<file path="src/rtl/lbm_pkg.sv">
package lbm_pkg;

    typedef enum logic {
        ST_IDLE = 1'b0,
        ST_XFER = 1'b1
    } lbm_state_e;

    localparam logic [1:0] KIND_CMD = 2'd0;

endpackage

</file>
<file path="src/rtl/lbm_tick_gen.sv">
module lbm_tick_gen (
    input  logic clk,
    input  logic rst_n,
    input  logic run,
    input  logic div2,
    output logic tick
);

    logic phase_q;

    always_ff @(posedge clk) begin
        if (!rst_n) begin
            phase_q <= 1'b0;
        end else if (!run || !div2) begin
            phase_q <= 1'b0;
        end else begin
            phase_q <= ~phase_q;
        end
    end

    assign tick = run && (!div2 || phase_q);

    // in divide-by-two mode a tick is never followed by another tick
    a_r7_tick_alternates: assert property (@(posedge clk) disable iff (!rst_n)
        (run && div2 && tick) |=> !tick);

endmodule

</file>
<file path="src/rtl/lbm_timing_check.sv">
module lbm_timing_check #(
    parameter int ON_W  = 4,
    parameter int OFF_W = 6,
    parameter int CNT_W = 7
) (
    input  logic [3*(ON_W+OFF_W)-1:0] edge_word,
    input  logic [3*OFF_W-1:0]        cyc_word,
    input  logic [OFF_W-1:0]          acc_time,
    output logic [CNT_W-1:0]          cs_on,
    output logic [CNT_W-1:0]          cs_end,
    output logic [CNT_W-1:0]          we_on,
    output logic [CNT_W-1:0]          we_off,
    output logic [CNT_W-1:0]          re_on,
    output logic [CNT_W-1:0]          re_off,
    output logic [CNT_W-1:0]          len_wr,
    output logic [CNT_W-1:0]          len_rd,
    output logic [CNT_W-1:0]          acc_x,
    output logic                      cfg_err
);

    localparam int PAIR_W = ON_W + OFF_W;
    localparam int NSTB   = 3;

    logic [CNT_W-1:0] raw_on  [NSTB];
    logic [CNT_W-1:0] raw_off [NSTB];
    logic [CNT_W-1:0] cyc_f   [NSTB];
    logic [CNT_W-1:0] cs_min;

    for (genvar i = 0; i < NSTB; i++) begin : g_unpack
        assign raw_on[i]  = CNT_W'(edge_word[i*PAIR_W +: ON_W]);
        assign raw_off[i] = CNT_W'(edge_word[i*PAIR_W + ON_W +: OFF_W]);
        assign cyc_f[i]   = CNT_W'(cyc_word[i*OFF_W +: OFF_W]);
    end

    assign acc_x  = CNT_W'(acc_time);
    assign cs_on  = raw_on[0];
    assign we_on  = raw_on[1];
    assign we_off = raw_off[1];
    assign re_on  = raw_on[2];
    assign re_off = raw_off[2];
    assign cs_min = raw_on[0] + cyc_f[2];

    always_comb begin
        cs_end = raw_off[0];
        if (raw_off[1] > cs_end) cs_end = raw_off[1];
        if (raw_off[2] > cs_end) cs_end = raw_off[2];
        if (cs_min > cs_end)     cs_end = cs_min;
        len_wr = (cyc_f[0] > cs_end) ? cyc_f[0] : cs_end;
        len_rd = (cyc_f[1] > cs_end) ? cyc_f[1] : cs_end;
        if (len_wr == '0) len_wr = CNT_W'(1);
        if (len_rd == '0) len_rd = CNT_W'(1);
        cfg_err = (raw_off[1] <= raw_on[1]) || (raw_off[2] <= raw_on[2])
               || (cyc_f[1] < raw_off[2])   || (cyc_f[0] < raw_off[1])
               || (raw_off[0] <= raw_on[0]) || (acc_x <= raw_on[2]);
    end

endmodule

</file>
<file path="src/rtl/lcd_bus_master.sv">
module lcd_bus_master
    import lbm_pkg::*;
#(
    parameter int DATA_W = 16,
    parameter int ON_W   = 4,
    parameter int OFF_W  = 6
) (
    input  logic                      clk,
    input  logic                      rst_n,
    input  logic [3*(ON_W+OFF_W)-1:0] edge_word,
    input  logic [3*OFF_W-1:0]        cyc_word,
    input  logic [OFF_W-1:0]          acc_time,
    input  logic                      tick_div2,
    input  logic                      inv_cs,
    input  logic                      inv_we,
    input  logic                      inv_re,
    input  logic                      inv_a0,
    input  logic                      req_valid,
    output logic                      req_ready,
    input  logic [1:0]                req_kind,
    input  logic [DATA_W-1:0]         req_word,
    output logic                      rsp_valid,
    output logic [DATA_W-1:0]         rsp_data,
    output logic                      busy,
    output logic                      cfg_err,
    output logic                      lcd_cs,
    output logic                      lcd_we,
    output logic                      lcd_re,
    output logic                      lcd_a0,
    output logic [DATA_W-1:0]         lcd_dout,
    output logic                      lcd_oe,
    input  logic [DATA_W-1:0]         lcd_din
);

    localparam int CNT_W = ((ON_W > OFF_W) ? ON_W : OFF_W) + 1;

    lbm_state_e        state_q, state_d;
    logic [CNT_W-1:0]  cnt_q;
    logic              rd_q, cmd_q, rvld_q;
    logic [DATA_W-1:0] word_q, rdat_q;
    logic              xfer, tick, last_tick;
    logic              cs_act, we_act, re_act;
    logic [CNT_W-1:0]  cs_on, cs_end, we_on, we_off, re_on, re_off;
    logic [CNT_W-1:0]  len_wr, len_rd, len_cur, acc_x;

    lbm_timing_check #(.ON_W(ON_W), .OFF_W(OFF_W), .CNT_W(CNT_W)) u_tcheck (
        .edge_word (edge_word),
        .cyc_word  (cyc_word),
        .acc_time  (acc_time),
        .cs_on     (cs_on),
        .cs_end    (cs_end),
        .we_on     (we_on),
        .we_off    (we_off),
        .re_on     (re_on),
        .re_off    (re_off),
        .len_wr    (len_wr),
        .len_rd    (len_rd),
        .acc_x     (acc_x),
        .cfg_err   (cfg_err)
    );

    assign xfer = (state_q == ST_XFER);

    lbm_tick_gen u_tick (
        .clk   (clk),
        .rst_n (rst_n),
        .run   (xfer),
        .div2  (tick_div2),
        .tick  (tick)
    );

    assign len_cur   = rd_q ? len_rd : len_wr;
    assign last_tick = xfer && tick && (cnt_q == len_cur - CNT_W'(1));

    // next-state logic: ACCEPT and RETIRE transitions
    always_comb begin
        state_d = state_q;
        unique case (state_q)
            ST_IDLE: if (req_valid) state_d = ST_XFER;
            ST_XFER: if (last_tick) state_d = ST_IDLE;
        endcase
    end

    always_ff @(posedge clk) begin
        if (!rst_n) state_q <= ST_IDLE;
        else        state_q <= state_d;
    end

    // tick counter, request latch and read capture
    always_ff @(posedge clk) begin
        if (!rst_n) begin
            cnt_q  <= '0;
            rd_q   <= 1'b0;
            cmd_q  <= 1'b0;
            word_q <= '0;
            rdat_q <= '0;
            rvld_q <= 1'b0;
        end else begin
            rvld_q <= 1'b0;
            if (!xfer) begin
                cnt_q <= '0;
                if (req_valid) begin
                    rd_q   <= req_kind[1];
                    cmd_q  <= (req_kind == KIND_CMD);
                    word_q <= req_word;
                end
            end else begin
                if (tick) cnt_q <= cnt_q + CNT_W'(1);
                if (rd_q && tick && (cnt_q == acc_x)) rdat_q <= lcd_din;
                if (rd_q && last_tick) rvld_q <= 1'b1;
            end
        end
    end

    // pin outputs
    always_comb begin
        cs_act    = xfer && (cnt_q >= cs_on) && (cnt_q < cs_end);
        we_act    = xfer && !rd_q && (cnt_q >= we_on) && (cnt_q < we_off);
        re_act    = xfer && rd_q && (cnt_q >= re_on) && (cnt_q < re_off);
        lcd_cs    = inv_cs ? cs_act : ~cs_act;
        lcd_we    = inv_we ? we_act : ~we_act;
        lcd_re    = inv_re ? re_act : ~re_act;
        lcd_a0    = ~(xfer && cmd_q) ^ inv_a0;
        lcd_oe    = xfer && !rd_q;
        lcd_dout  = word_q;
        req_ready = !xfer;
        busy      = xfer;
        rsp_valid = rvld_q;
        rsp_data  = rdat_q;
    end

    // an accepted request makes the block busy on the next clock
    a_r2_accept_busy: assert property (@(posedge clk) disable iff (!rst_n)
        (req_valid && req_ready) |=> busy);

    // the tick counter stays inside the access length
    a_r5_cnt_window: assert property (@(posedge clk) disable iff (!rst_n)
        busy |-> (cnt_q < len_cur));

    // write-enable pin stays at its idle level whenever the data bus is not driven
    a_r4_we_idle_on_read: assert property (@(posedge clk) disable iff (!rst_n)
        !lcd_oe |-> (lcd_we == !inv_we));

    // the data bus is only driven inside an access
    a_r10_oe_in_access: assert property (@(posedge clk) disable iff (!rst_n)
        lcd_oe |-> busy);

    // captured read data only moves during a read access
    a_r12_rdata_hold: assert property (@(posedge clk) disable iff (!rst_n)
        !(xfer && rd_q) |=> $stable(rdat_q));

    // a clean configuration always gives a non-empty chip-select window
    a_r8_clean_window: assert property (@(posedge clk) disable iff (!rst_n)
        (busy && !cfg_err) |-> (cs_end > cs_on));

endmodule

</file>
<file path="config.mk">
export PLATFORM = sky130hd
export DESIGN_NAME = lcd_bus_master
export DESIGN_NICKNAME = d
export VERILOG_FILES = /design/src/rtl/lbm_pkg.sv /design/src/rtl/lbm_tick_gen.sv /design/src/rtl/lbm_timing_check.sv /design/src/rtl/lcd_bus_master.sv
export SDC_FILE = /design/constraint.sdc
export NUM_CORES = 1
export LEC_CHECK = 0
export ABC_AREA = 1
export BUFFER_PORTS_ARGS = -buffer_cell sky130_fd_sc_hd__buf_2
export CAP_MARGIN = 5
export CORE_UTILIZATION = 58
export CTS_CLUSTER_SIZE = 8
export DETAILED_ROUTE_END_ITERATION = 6
export PLACE_DENSITY = 0.88
export SYNTH_ARGS = -nofsm -noshare
export SYNTH_HDL_FRONTEND = slang
export SYNTH_SLANG_ARGS = --single-unit
export TNS_END_PERCENT = 20
</file>
<file path="constraint.sdc">
create_clock -name clk -period 31.2 [get_ports clk]
set_input_delay 9.36 -clock clk [delete_from_list [all_inputs] [get_ports clk]]
set_output_delay 9.36 -clock clk [all_outputs]
set_load 0.005 [all_outputs]
</file>
======== After elaboration in Yosys (flattened, before gate mapping) ========
Index checks and enable logic that the tools add are counted.
storage, ports and cells
  register bits ........................... 44
  bits of input ports ..................... 96
  output and inout port bits .............. 41
  word-level logic and storage cells ...... 85
cells by class
  add/sub/neg operators ................... 3
  order comparisons ....................... 17
  equal/unequal tests ..................... 2
  multiplexer cells ....................... 15
  bitwise gates (word level) .............. 8
  reductions and logical operators ........ 32
operators by type and width
  cell                                                                number
  7-bit two-way mux                                                   6
  6-bit by 4-bit less-or-equal comparator with 1-bit output           4
  7-bit by 4-bit >= comparator with 1-bit output                      3
  1-bit logical AND                                                   15
  6-bit by 7-bit > comparator with 1-bit output                       2
  7-bit logical NOT                                                   2
  7-bit by 6-bit < comparator with 1-bit output                       2
  6-bit > comparator                                                  2
  6-bit < comparator                                                  2
  6-bit two-way mux                                                   2
  4-bit by 6-bit adder with 7-bit output                              1
  7-bit by 1-bit adder with 7-bit output, second input constant       1
  7-bit by 6-bit equality test with 1-bit output                      1
  7-bit equality test                                                 1
  7-bit by 6-bit > comparator with 1-bit output                       1
  1-bit logical OR                                                    7
  7-bit < comparator                                                  1
  1-bit NOT                                                           7
  7-bit by 1-bit subtractor with 7-bit output, second input constant  1
  1-bit two-way mux                                                   6
  2-bit AND reduction                                                 3
  1-bit logical NOT                                                   3
  2-bit logical NOT                                                   1
  1-bit case mux with 2 select lines                                  1
  2 further kinds                                                     2

======== Longest topological paths before layout ========
Gate-level depths: netlist of run 1.
  depth in word-level cells ............... 16
  mapped depth ............................ 56
  depth with buffers taken out ............ 55

======== By module ========
Synthesis of run 1 repeated with hierarchy kept, for this count alone.
unflattened totals
  cell total of the unflattened synthesis .. 856
  area, all modules ....................... 5662.9 µm²
by module, submodules not included
  module            times used  cells each  area each (µm²)  sequential area each (µm²)
  lcd_bus_master    1           455         3047.9           860.8
  lbm_timing_check  1           394         2571.2           0.0
  lbm_tick_gen      1           7           43.8             20.0

======== Worst setup path after synthesis of run 1 ========
OpenSTA, ideal clock, no wires.
  path type ............................... in2out
  from .................................... input port edge_word[9]
  to ...................................... output port lcd_cs
  arrival time ............................ 13.602 ns
  required time ........................... 21.840 ns
  slack ................................... 8.238 ns
  stages .................................. 35
  path buffers ............................ 1
  path through ............................ inv_1 -> ha_1 -> nand2_1 -> nor2_1 -> nand2_1 -> nand3_2 -> nand2_2 -> nand2_1 -> and2_1 -> inv_1 -> ha_1 -> nand2_1 -> nor2_1 -> o21ai_0 -> nand3_1 -> nand2_1 -> inv_2 -> nand2_1 -> nand2_1 -> inv_1 -> ha_1 -> nand2_1 -> nand2_1 -> o21ai_0 -> nand2_1 -> a21oi_2 -> buf_6 -> nand3_1 -> nand2_1 -> ha_1 -> a21oi_1 -> nor2_1 -> a2111oi_0 -> o311ai_0 -> xor2_1
between the ends
  cells in the longest elaborated chain, start to end .. 10
RTL lines
  what                                           RTL line                source
  from (decl)                                    lcd_bus_master.sv:10    input logic [3*(ON_W+OFF_W)-1:0] edge_word,
  6-bit > comparator                             lbm_timing_check.sv:45  if (raw_off[1] > cs_end) cs_end = raw_off[1];
  6-bit two-way mux (*)                          lbm_timing_check.sv:45
  6-bit > comparator                             lbm_timing_check.sv:46  if (raw_off[2] > cs_end) cs_end = raw_off[2];
  6-bit two-way mux (*)                          lbm_timing_check.sv:46
  7-bit by 6-bit > comparator with 1-bit output  lbm_timing_check.sv:47  if (cs_min > cs_end) cs_end = cs_min;
  7-bit two-way mux (*)                          lbm_timing_check.sv:47
  7-bit < comparator (*)                         lcd_bus_master.sv:117   cs_act = xfer && (cnt_q >= cs_on) && (cnt_q < cs_end);
  1-bit logical AND (*)                          lcd_bus_master.sv:117
  1-bit NOT                                      lcd_bus_master.sv:120   lcd_cs = inv_cs ? cs_act : ~cs_act;
  1-bit two-way mux (*)                          lcd_bus_master.sv:120
  to (decl)                                      lcd_bus_master.sv:26    output logic lcd_cs,
Mark *: on every way between the ends. The rest lies on a longest branch, timed or not.

======== Worst setup path after layout of run 1 ========
Ends and elaborated chain as after synthesis.

==> flow_metrics.env, run 1 <==
export IMPL_tns_ns=0
export IMPL_slowest_delay_ns=0.42
export IMPL_ioPinCount=137
export IMPL_wl_per_cell_um=14.2
export IMPL_finalClockSkew_ns=0.0104
export IMPL_period_share_pct=78.1
export IMPL_cts_setup_buffers=0
export IMPL_setup_viol_count_final=0
export IMPL_path_common_cell="nand2_1"
export IMPL_dp_slack_ns=6.98
export IMPL_grt_use_met2_pct=54.8
export IMPL_ys_async_sr_fraction_pct=0
export IMPL_syn_avg_cell_area_um2=6.55
export IMPL_busiest_layer="met2"
export IMPL_status="completed"
export IMPL_synthFlopType="dfxtp_1"
export IMPL_clock_power_share_pct=16.8
export IMPL_layout_commonest_cell="nand2_1"
export IMPL_grt_usage_pct=32.5
export IMPL_core_area_mm2=0.00785
export IMPL_netlist_instances=729
export IMPL_synth_top_area_cell="ha_1"
export IMPL_dieArea_mm2=0.00860
export IMPL_finalHoldViolCount=0
export IMPL_cts_resized=0
export IMPL_power_leakage_nw=3.23
export IMPL_cts_path_max_buffers=2
export IMPL_initial_core_util_pct=60.8
export IMPL_syn_nets=916
export IMPL_worstPathMaxFanout=11
export IMPL_start_kind="input pin"
export IMPL_nets=1048
export IMPL_fill_cells=661
export IMPL_viasPerCell=5.52
export IMPL_crit_arrival_ns=15.01
export IMPL_drv_cap=0
export IMPL_use_met3_pct=5.50
export IMPL_grt_start_max_net_pins=33
export IMPL_vias=5325
export IMPL_critPathBufInv=7
export IMPL_antenna_found_initial=0
export IMPL_netlist_area_leader_share_pct=23.6
export IMPL_rows=32
export IMPL_slew_headroom_pct=59.6
export IMPL_cts_root_buf="clkbuf_8"
export IMPL_synth_edf_count=0
export IMPL_p_per_area_mw_per_mm2=48.2
export IMPL_die_h_um=92.7
export IMPL_synth_seq_cells=44
export IMPL_yosys_warnings=0
export IMPL_yosys_top_cells_area="ha_1 (24%), dfxtp_1 (18%), nand2_1 (12%)"
export IMPL_dp_hpwl_mm=11.2
export IMPL_endpoint_kind="output port"
export IMPL_hold_ws_ns=0.483
export IMPL_clk_latency_ns=0.29
export IMPL_swShare_pct=47.2
export IMPL_antenna_cells=0
export IMPL_chipWidth_um=92.7
export IMPL_clock_sinks=44
export IMPL_p_int_uw=144
export IMPL_cts_htree_levels=2
export IMPL_cts_clk_slew_worst_paths_ns=0.07
export IMPL_area_delta_synth_final_pct=18.6
export IMPL_crit_slowest_cell="a21oi_2"
export IMPL_critPathTopFamily="simple AND/OR/NAND/NOR gates"
export IMPL_gp_congestion=1.01
export IMPL_ant_nets=0
export IMPL_remaining_drc_errors=0
export IMPL_min_period_ns=24.37
export IMPL_overflow=0
export IMPL_drv_slew=0
export IMPL_hp_class="flip-flop to flip-flop"
export IMPL_seq_power_share_pct=22.2
export IMPL_met1_usage_pct=42.6
export IMPL_grt_pass1_vias=5053
export IMPL_ys_types=40
export IMPL_cts_hold_buf=0
export IMPL_io_buffers=136
export IMPL_peakVddDrop_mv=0.0315
export IMPL_worstSetupPathType="input pin to output port"
export IMPL_pwr_share_comb_pct=61.0
export IMPL_clock_fmax_mhz=41.0
export IMPL_fin_ws_ns=6.83
export IMPL_rsz0062_at_grt="false"
export IMPL_grt_pass1_wl_mm=22.5
export IMPL_cts_buffers=5
export IMPL_layout_common_cells="nand2_1 (150), buf_2 (136), inv_1 (114)"
export IMPL_cts_tree="yes"
export IMPL_worst_pin_slew_ns=0.599
export IMPL_netlist_area_mm2=0.00477
export IMPL_dr_first_iter_drc_count=318
export IMPL_yosysSeqAreaShare_pct=18.5
export IMPL_first_pass_iters=5
export IMPL_worst_ep_required_time_ns=21.84
export IMPL_drt_wl_total_mm=13.7
export IMPL_p_sw_uw=129
export IMPL_final_layout_size_suffix_gt1_share_pct=20.1
state kept, by name, indices dropped and copies added (netlist names):
register and flops:
lcd_dout 16, rsp_data 16, cnt_q 7, busy 1, cmd_q 1, rd_q 1
rsp_valid 1, u_tick.phase_q 1
cells by family (layout without fill, tap and decap cells):
family	count (synthesis)	count (layout)	synth area share, %
flip-flops	44	44	18.5
AO/OA/AOI/OAI	116	116	14.2
AND/OR/NAND/NOR	336	336	30.7
adder cells (fa/ha/maj)	91	91	24.0
buffers and inverters	130	263	10.5
XOR/XNOR	12	12	2.20
through the flow:
stage / util (%) / power, mW / cell area [um^2] / std cells
finish: 72.1 / 0.273 / 5660 / 964
floorplan: - / 0.184 / 4770 / 729
detailed placement: 70.6 / 0.223 / 5540 / 956
global route: 72.1 / 0.299 / 5660 / 964
global placement: 70.6 / 0.216 / 5540 / 956
CTS: 72.1 / 0.269 / 5660 / 964
cell type report:
cell class / instances / area (um^2) / share of cell area, %
clock buffers: 6 / 82.6 / 1.46
clock inverters: 2 / 38.8 / 0.685
well taps: 102 / 128 / 2.26
repair buffers: 137 / 688 / 12.2
multi-input cells: 555 / 3400 / 60.0
flip-flops and latches: 44 / 881 / 15.6
inverters: 118 / 443 / 7.83
power groups by stage:
stage / Clock, mW / Combinational [mW] / Sequential [mW]
after floorplan: 0 / 0.122 / 0.0615
after global placement: 0 / 0.154 / 0.0617
after detailed placement: 0 / 0.162 / 0.0618
after CTS: 0.0462 / 0.162 / 0.0605
after global routing: 0.0500 / 0.188 / 0.0609
final: 0.0457 / 0.166 / 0.0605
cell usage after synthesis, types with 2 or more instances:
| cell type | count |
|---|---|
| a211oi_1 | 18 |
| a21oi_1 | 43 |
| clkbuf_1 | 8 |
| clkinv_1 | 3 |
| dfxtp_1 | 44 |
| ha_1 | 90 |
| inv_1 | 114 |
| nand2_1 | 150 |
| nand2_2 | 6 |
| nand3_1 | 55 |
| nand3_2 | 4 |
| nand4_1 | 17 |
| nor2_1 | 84 |
| nor2_2 | 2 |
| nor3_1 | 4 |
| nor4_1 | 2 |
| o211ai_1 | 4 |
| o21ai_0 | 38 |
| o21ai_1 | 2 |
| o21ai_2 | 2 |
| o221ai_1 | 2 |
| o311ai_0 | 2 |
| or2_2 | 8 |
| xnor2_1 | 2 |
| xor2_1 | 10 |
path summary, 6_finish.rpt:
path                                    from      to  slack, ns  cells after the start
worst min-delay path                   cmd_q   cmd_q       0.48                      2
worst max-delay path            edge_word[9]  lcd_cs       6.83                     36
worst min register to register         cmd_q   cmd_q       0.48                      2
worst max register to register          rd_q    busy      28.55                     17
worst min-delay path, stage by stage (launching register included):
cell and delay [ns]:
dfxtp_1 0.32, nand2_1 0.06, a21oi_1 0.06
metal layers:
layer | routed length, um | vias up
met5 | 0 | -
met4 | 212 | 0
met3 | 1030 | 30
met2 | 6390 | 206
met1 | 6030 | 2407
li1 | - | 2682
No activity file was read; power rests on OpenSTA's default activity.
==> inputs of run 2 (changes only) <==
--- a/config.mk
+++ b/config.mk
@@ -8,10 +8,10 @@
 export ABC_AREA = 1
 export BUFFER_PORTS_ARGS = -buffer_cell sky130_fd_sc_hd__buf_2
 export CAP_MARGIN = 5
-export CORE_UTILIZATION = 58
+export CORE_UTILIZATION = 49
 export CTS_CLUSTER_SIZE = 8
 export DETAILED_ROUTE_END_ITERATION = 6
-export PLACE_DENSITY = 0.88
+export PLACE_DENSITY = 0.79
 export SYNTH_ARGS = -nofsm -noshare
 export SYNTH_HDL_FRONTEND = slang
 export SYNTH_SLANG_ARGS = --single-unit
==> constraint.sdc (replaced) <==
create_clock -name clk -period 20.2 [get_ports clk]
set_input_delay 6.06 -clock clk [delete_from_list [all_inputs] [get_ports clk]]
set_output_delay 6.06 -clock clk [all_outputs]
set_load 0.005 [all_outputs]
==> run 2 against run 1 <==
  * Clock skew barely moved
  * Sequential power rose by 54%
  * Via count fell by 4.1%
  * First-iteration DRC count fell by 7.5%
  * Setup slack got worse by 4.2 ns
  * Global-route usage fell by 6.3 points
  * Clock-buffer cell count fell by 1
  * Routed wire length fell by 5.1%
  * Core utilization fell by 11 points
  * Combinational power rose by 51%
  * Largest cell class unchanged
==> flow_metrics.env, run 2 (synthesis gave the netlist of run 1 again) <==
export IMPL_status="completed"
export IMPL_worst_ep_required_time_ns=14.14
export IMPL_grt_pass1_wl_mm=21.3
export IMPL_fin_ws_ns=2.60
export IMPL_cts_htree_levels=2
export IMPL_gp_congestion=0.948
export IMPL_grt_start_max_net_pins=33
export IMPL_wl_per_cell_um=13.1
export IMPL_fill_cells=878
export IMPL_ioPinCount=137
export IMPL_clock_sinks=44
export IMPL_hp_class="flip-flop to flip-flop"
export IMPL_ant_nets=0
export IMPL_layout_commonest_cell="nand2_1"
export IMPL_dr_first_iter_drc_count=294
export IMPL_antenna_cells=0
export IMPL_tns_ns=0
export IMPL_dp_hpwl_mm=10.7
export IMPL_drt_wl_total_mm=13.0
export IMPL_slowest_delay_ns=0.42
export IMPL_period_share_pct=87.1
export IMPL_chipWidth_um=101
export IMPL_layout_common_cells="nand2_1 (150), buf_2 (136), inv_1 (114)"
export IMPL_worst_pin_slew_ns=0.593
export IMPL_placed_cells=983
export IMPL_cts_buffers=5
export IMPL_vias=5108
export IMPL_rows=35
export IMPL_placed_cell_area_mm2=0.00557
export IMPL_antenna_found_initial=0
export IMPL_finalPower_uw=413
export IMPL_slew_headroom_pct=60.0
export IMPL_final_cells=991
export IMPL_worstSetupPathType="input pin to output port"
export IMPL_start_kind="input pin"
export IMPL_die_h_um=101
export IMPL_p_per_area_mw_per_mm2=72.7
export IMPL_power_leakage_nw=3.22
export IMPL_fin_util_pct=61.0
export IMPL_cts_tree="yes"
export IMPL_cts_hold_buf=0
export IMPL_dp_slack_ns=2.69
export IMPL_dieArea_mm2=0.0101
export IMPL_clock_fmax_mhz=56.8
export IMPL_initial_core_util_pct=51.2
export IMPL_finalHoldViolCount=0
export IMPL_cts_path_max_buffers=2
export IMPL_cts_resized=0
export IMPL_grt_pass1_vias=4651
export IMPL_hold_ws_ns=0.469
export IMPL_min_period_ns=17.60
export IMPL_path_common_cell="nand2_1"
export IMPL_nets=1048
export IMPL_peakVddDrop_mv=0.0606
export IMPL_core_area_mm2=0.00933
export IMPL_final_layout_size_suffix_gt1_share_pct=20.1
export IMPL_viasPerCell=5.15
export IMPL_crit_slowest_cell="a21oi_2"
export IMPL_grt_usage_pct=26.2
export IMPL_worstPathMaxFanout=11
export IMPL_overflow=0
export IMPL_cts_setup_buffers=0
export IMPL_fin_area_mm2=0.00569
export IMPL_setup_viol_count_final=0
export IMPL_crit_arrival_ns=11.54
export IMPL_clk_latency_ns=0.29
export IMPL_area_delta_synth_final_pct=19.1
export IMPL_cts_clk_slew_worst_paths_ns=0.08
export IMPL_io_buffers=136
export IMPL_finalClockSkew_ns=0.0109
export IMPL_remaining_drc_errors=0
export IMPL_endpoint_kind="output port"
export IMPL_drv_slew=0
export IMPL_rsz0062_at_grt="false"
export IMPL_cts_root_buf="clkbuf_8"
export IMPL_first_pass_iters=5
export IMPL_drv_cap=0
-- run 2: changes by cell type in the layout (fill, tap and decap cells not counted), sizes merged --
cell | previous run | this run
clkinvlp | 0 | 1
inv | 115 | 116
clkbuf | 6 | 5
clkinv | 4 | 3
-- run 2: worst max-delay path: cells and delay by family --
kind	cells	cell delay, ns
fa+ha+maj	4	1.19
compound gates	6	1.36
xor+xnor	1	0.21
simple gates	19	1.92
buf+inv	7	0.78
-- run 2: area by class of cell --
type	count	area [um^2]	area share, %
clock buffers	5	68.8	1.21
clock inverters	3	46.3	0.814
inverters	118	443	7.79
multi-input cells	555	3400	59.8
flip-flops and latches	44	881	15.5
well taps	129	161	2.84
repair buffers	137	688	12.1
-- run 2: per-layer routing --
metal,up-vias,part of all wire [%],GRT usage (%)
li1,2675,-,-
met1,2219,45,36.1
met2,193,45,42.5
met3,21,8.0,3.54
met4,0,1.8,7.80
met5,-,0,0
-- run 2: where the power goes --
group / internal (mW) / switching (mW) / total (mW)
logic: 0.0909 / 0.160 / 0.251
clock network: 0.0373 / 0.0315 / 0.0688
registers: 0.0906 / 0.00280 / 0.0934
-- run 2: worst paths after layout --
check | start | to | slack, ns | cells past startpoint
max | edge_word[9] | lcd_cs | 2.60 | 37
max reg2reg | rd_q | busy | 17.59 | 17
min | cmd_q | cmd_q | 0.47 | 2
min reg2reg | cmd_q | cmd_q | 0.47 | 2
==> inputs of run 3 (changes only) <==
--- a/config.mk
+++ b/config.mk
@@ -8,6 +8,7 @@
 export ABC_AREA = 1
 export BUFFER_PORTS_ARGS = -buffer_cell sky130_fd_sc_hd__buf_2
 export CAP_MARGIN = 5
+export CORE_MARGIN = 10
 export CORE_UTILIZATION = 49
 export CTS_CLUSTER_SIZE = 8
 export DETAILED_ROUTE_END_ITERATION = 6
==> run 3 against run 2 <==
  * Sequential cell count is the same
  * Total power about the same
  * Final area rose by 0.15%
  * Routed wire length rose by 11%
  * Cell count rose by 0.10%
  * Die area is 39% higher
==> flow_metrics.env, run 3 (synthesis gave the netlist of run 1 again) <==
export IMPL_first_pass_iters=5
export IMPL_finalClockSkew_ns=0.0107
export IMPL_period_share_pct=87.1
export IMPL_ant_nets=0
export IMPL_grt_pass1_wl_mm=23.2
export IMPL_cts_tree="yes"
export IMPL_worst_pin_slew_ns=0.538
export IMPL_drt_wl_total_mm=14.3
export IMPL_dr_first_iter_drc_count=371
export IMPL_vias=5081
export IMPL_crit_slowest_cell="a21oi_2"
export IMPL_worstSetupPathType="input pin to output port"
export IMPL_path_common_cell="nand2_1"
export IMPL_antenna_found_initial=1
export IMPL_power_leakage_nw=3.23
export IMPL_worst_ep_required_time_ns=14.14
export IMPL_grt_usage_pct=19.2
export IMPL_endpoint_kind="output port"
export IMPL_tns_ns=0
export IMPL_peakVddDrop_mv=0.0526
export IMPL_nets=1048
export IMPL_dp_hpwl_mm=12.2
export IMPL_hp_class="flip-flop to flip-flop"
export IMPL_remaining_drc_errors=0
export IMPL_area_delta_synth_final_pct=19.3
export IMPL_finalHoldViolCount=0
export IMPL_min_period_ns=17.60
export IMPL_rsz0062_at_grt="false"
export IMPL_cts_setup_buffers=0
export IMPL_cts_buffers=5
export IMPL_crit_arrival_ns=11.54
export IMPL_start_kind="input pin"
export IMPL_fin_util_pct=60.8
export IMPL_final_layout_size_suffix_gt1_share_pct=20.1
export IMPL_grt_pass1_vias=4907
export IMPL_slew_headroom_pct=63.7
export IMPL_p_per_area_mw_per_mm2=72.6
export IMPL_rows=35
export IMPL_viasPerCell=5.12
export IMPL_die_h_um=119
export IMPL_gp_congestion=0.951
export IMPL_clock_sinks=44
export IMPL_worstPathMaxFanout=11
export IMPL_slowest_delay_ns=0.40
export IMPL_drv_slew=0
export IMPL_cts_hold_buf=0
export IMPL_initial_core_util_pct=50.9
export IMPL_io_buffers=136
export IMPL_rrSetupSlack_ns=17.58
export IMPL_final_cells=992
export IMPL_dieArea_mm2=0.0141
export IMPL_layout_common_cells="nand2_1 (150), buf_2 (136), inv_1 (114)"
export IMPL_cts_path_max_buffers=2
export IMPL_cts_root_buf="clkbuf_8"
export IMPL_clk_latency_ns=0.29
export IMPL_chipWidth_um=119
export IMPL_placed_cells=983
export IMPL_cts_clk_slew_worst_paths_ns=0.08
export IMPL_grt_start_max_net_pins=33
export IMPL_cts_resized=0
export IMPL_wl_per_cell_um=14.4
export IMPL_cts_htree_levels=2
export IMPL_drv_cap=0
export IMPL_overflow=0
export IMPL_setup_viol_count_final=0
export IMPL_clock_fmax_mhz=56.8
export IMPL_core_area_mm2=0.00937
export IMPL_layout_commonest_cell="nand2_1"
export IMPL_status="completed"
export IMPL_fill_cells=924
export IMPL_ioPinCount=137
## run 3: cell type report
type / count / area, um^2 / area share [%]
antenna: 1 / 2.50 / 0.0439
clock buffer: 6 / 82.6 / 1.45
clock inverter: 2 / 38.8 / 0.681
inverter: 118 / 443 / 7.78
multi-input combinational: 555 / 3400 / 59.7
sequential: 44 / 881 / 15.5
tap: 129 / 161 / 2.83
timing repair buffer: 137 / 688 / 12.1
## run 3: per-layer routing
layer	GRT usage (%)	vias to the layer above	share of wire [%]	routed length, um
li1	-	2678	-	-
met1	24.3	2209	45	6400
met2	31.8	182	46	6560
met3	4.95	12	8.6	1230
met4	4.35	0	0.89	127
met5	0	-	0	0
## run 3: critical path: cells and delay by family
family / cells / cell delay, ns
AO/OA/AOI/OAI: 6 / 1.41
buffers and inverters: 7 / 0.76
adder cells (fa/ha/maj): 4 / 1.18
AND/OR/NAND/NOR: 19 / 1.93
XOR/XNOR: 1 / 0.19
## run 3: power by group
part	leakage (nW)	total (mW)	switching [mW]	internal [mW]
clock network	0.0614	0.0694	0.0290	0.0404
logic	2.81	0.251	0.160	0.0910
registers	0.359	0.0934	0.00281	0.0906
## run 3: path summary, 6_finish.rpt
kind         endpoint    startpoint  depth (start not counted)
min             cmd_q         cmd_q                          2
max            lcd_cs  edge_word[9]                         37
min reg2reg     cmd_q         cmd_q                          2
max reg2reg      busy          rd_q                         17
## run 3: metrics by stage
stage          setup slack [ns]  cell area (um^2)  power (mW)  hold WS, ns
3_3_place_gp               2.99              5570       0.339        0.455
4_1_cts                    2.80              5690       0.412        0.474
2_1_floorplan              3.84              4770       0.284        0.446
6_report                   2.60              5700       0.413        0.469
3_5_place_dp               2.83              5570       0.342        0.460
5_1_grt                    1.97              5700       0.456        0.505
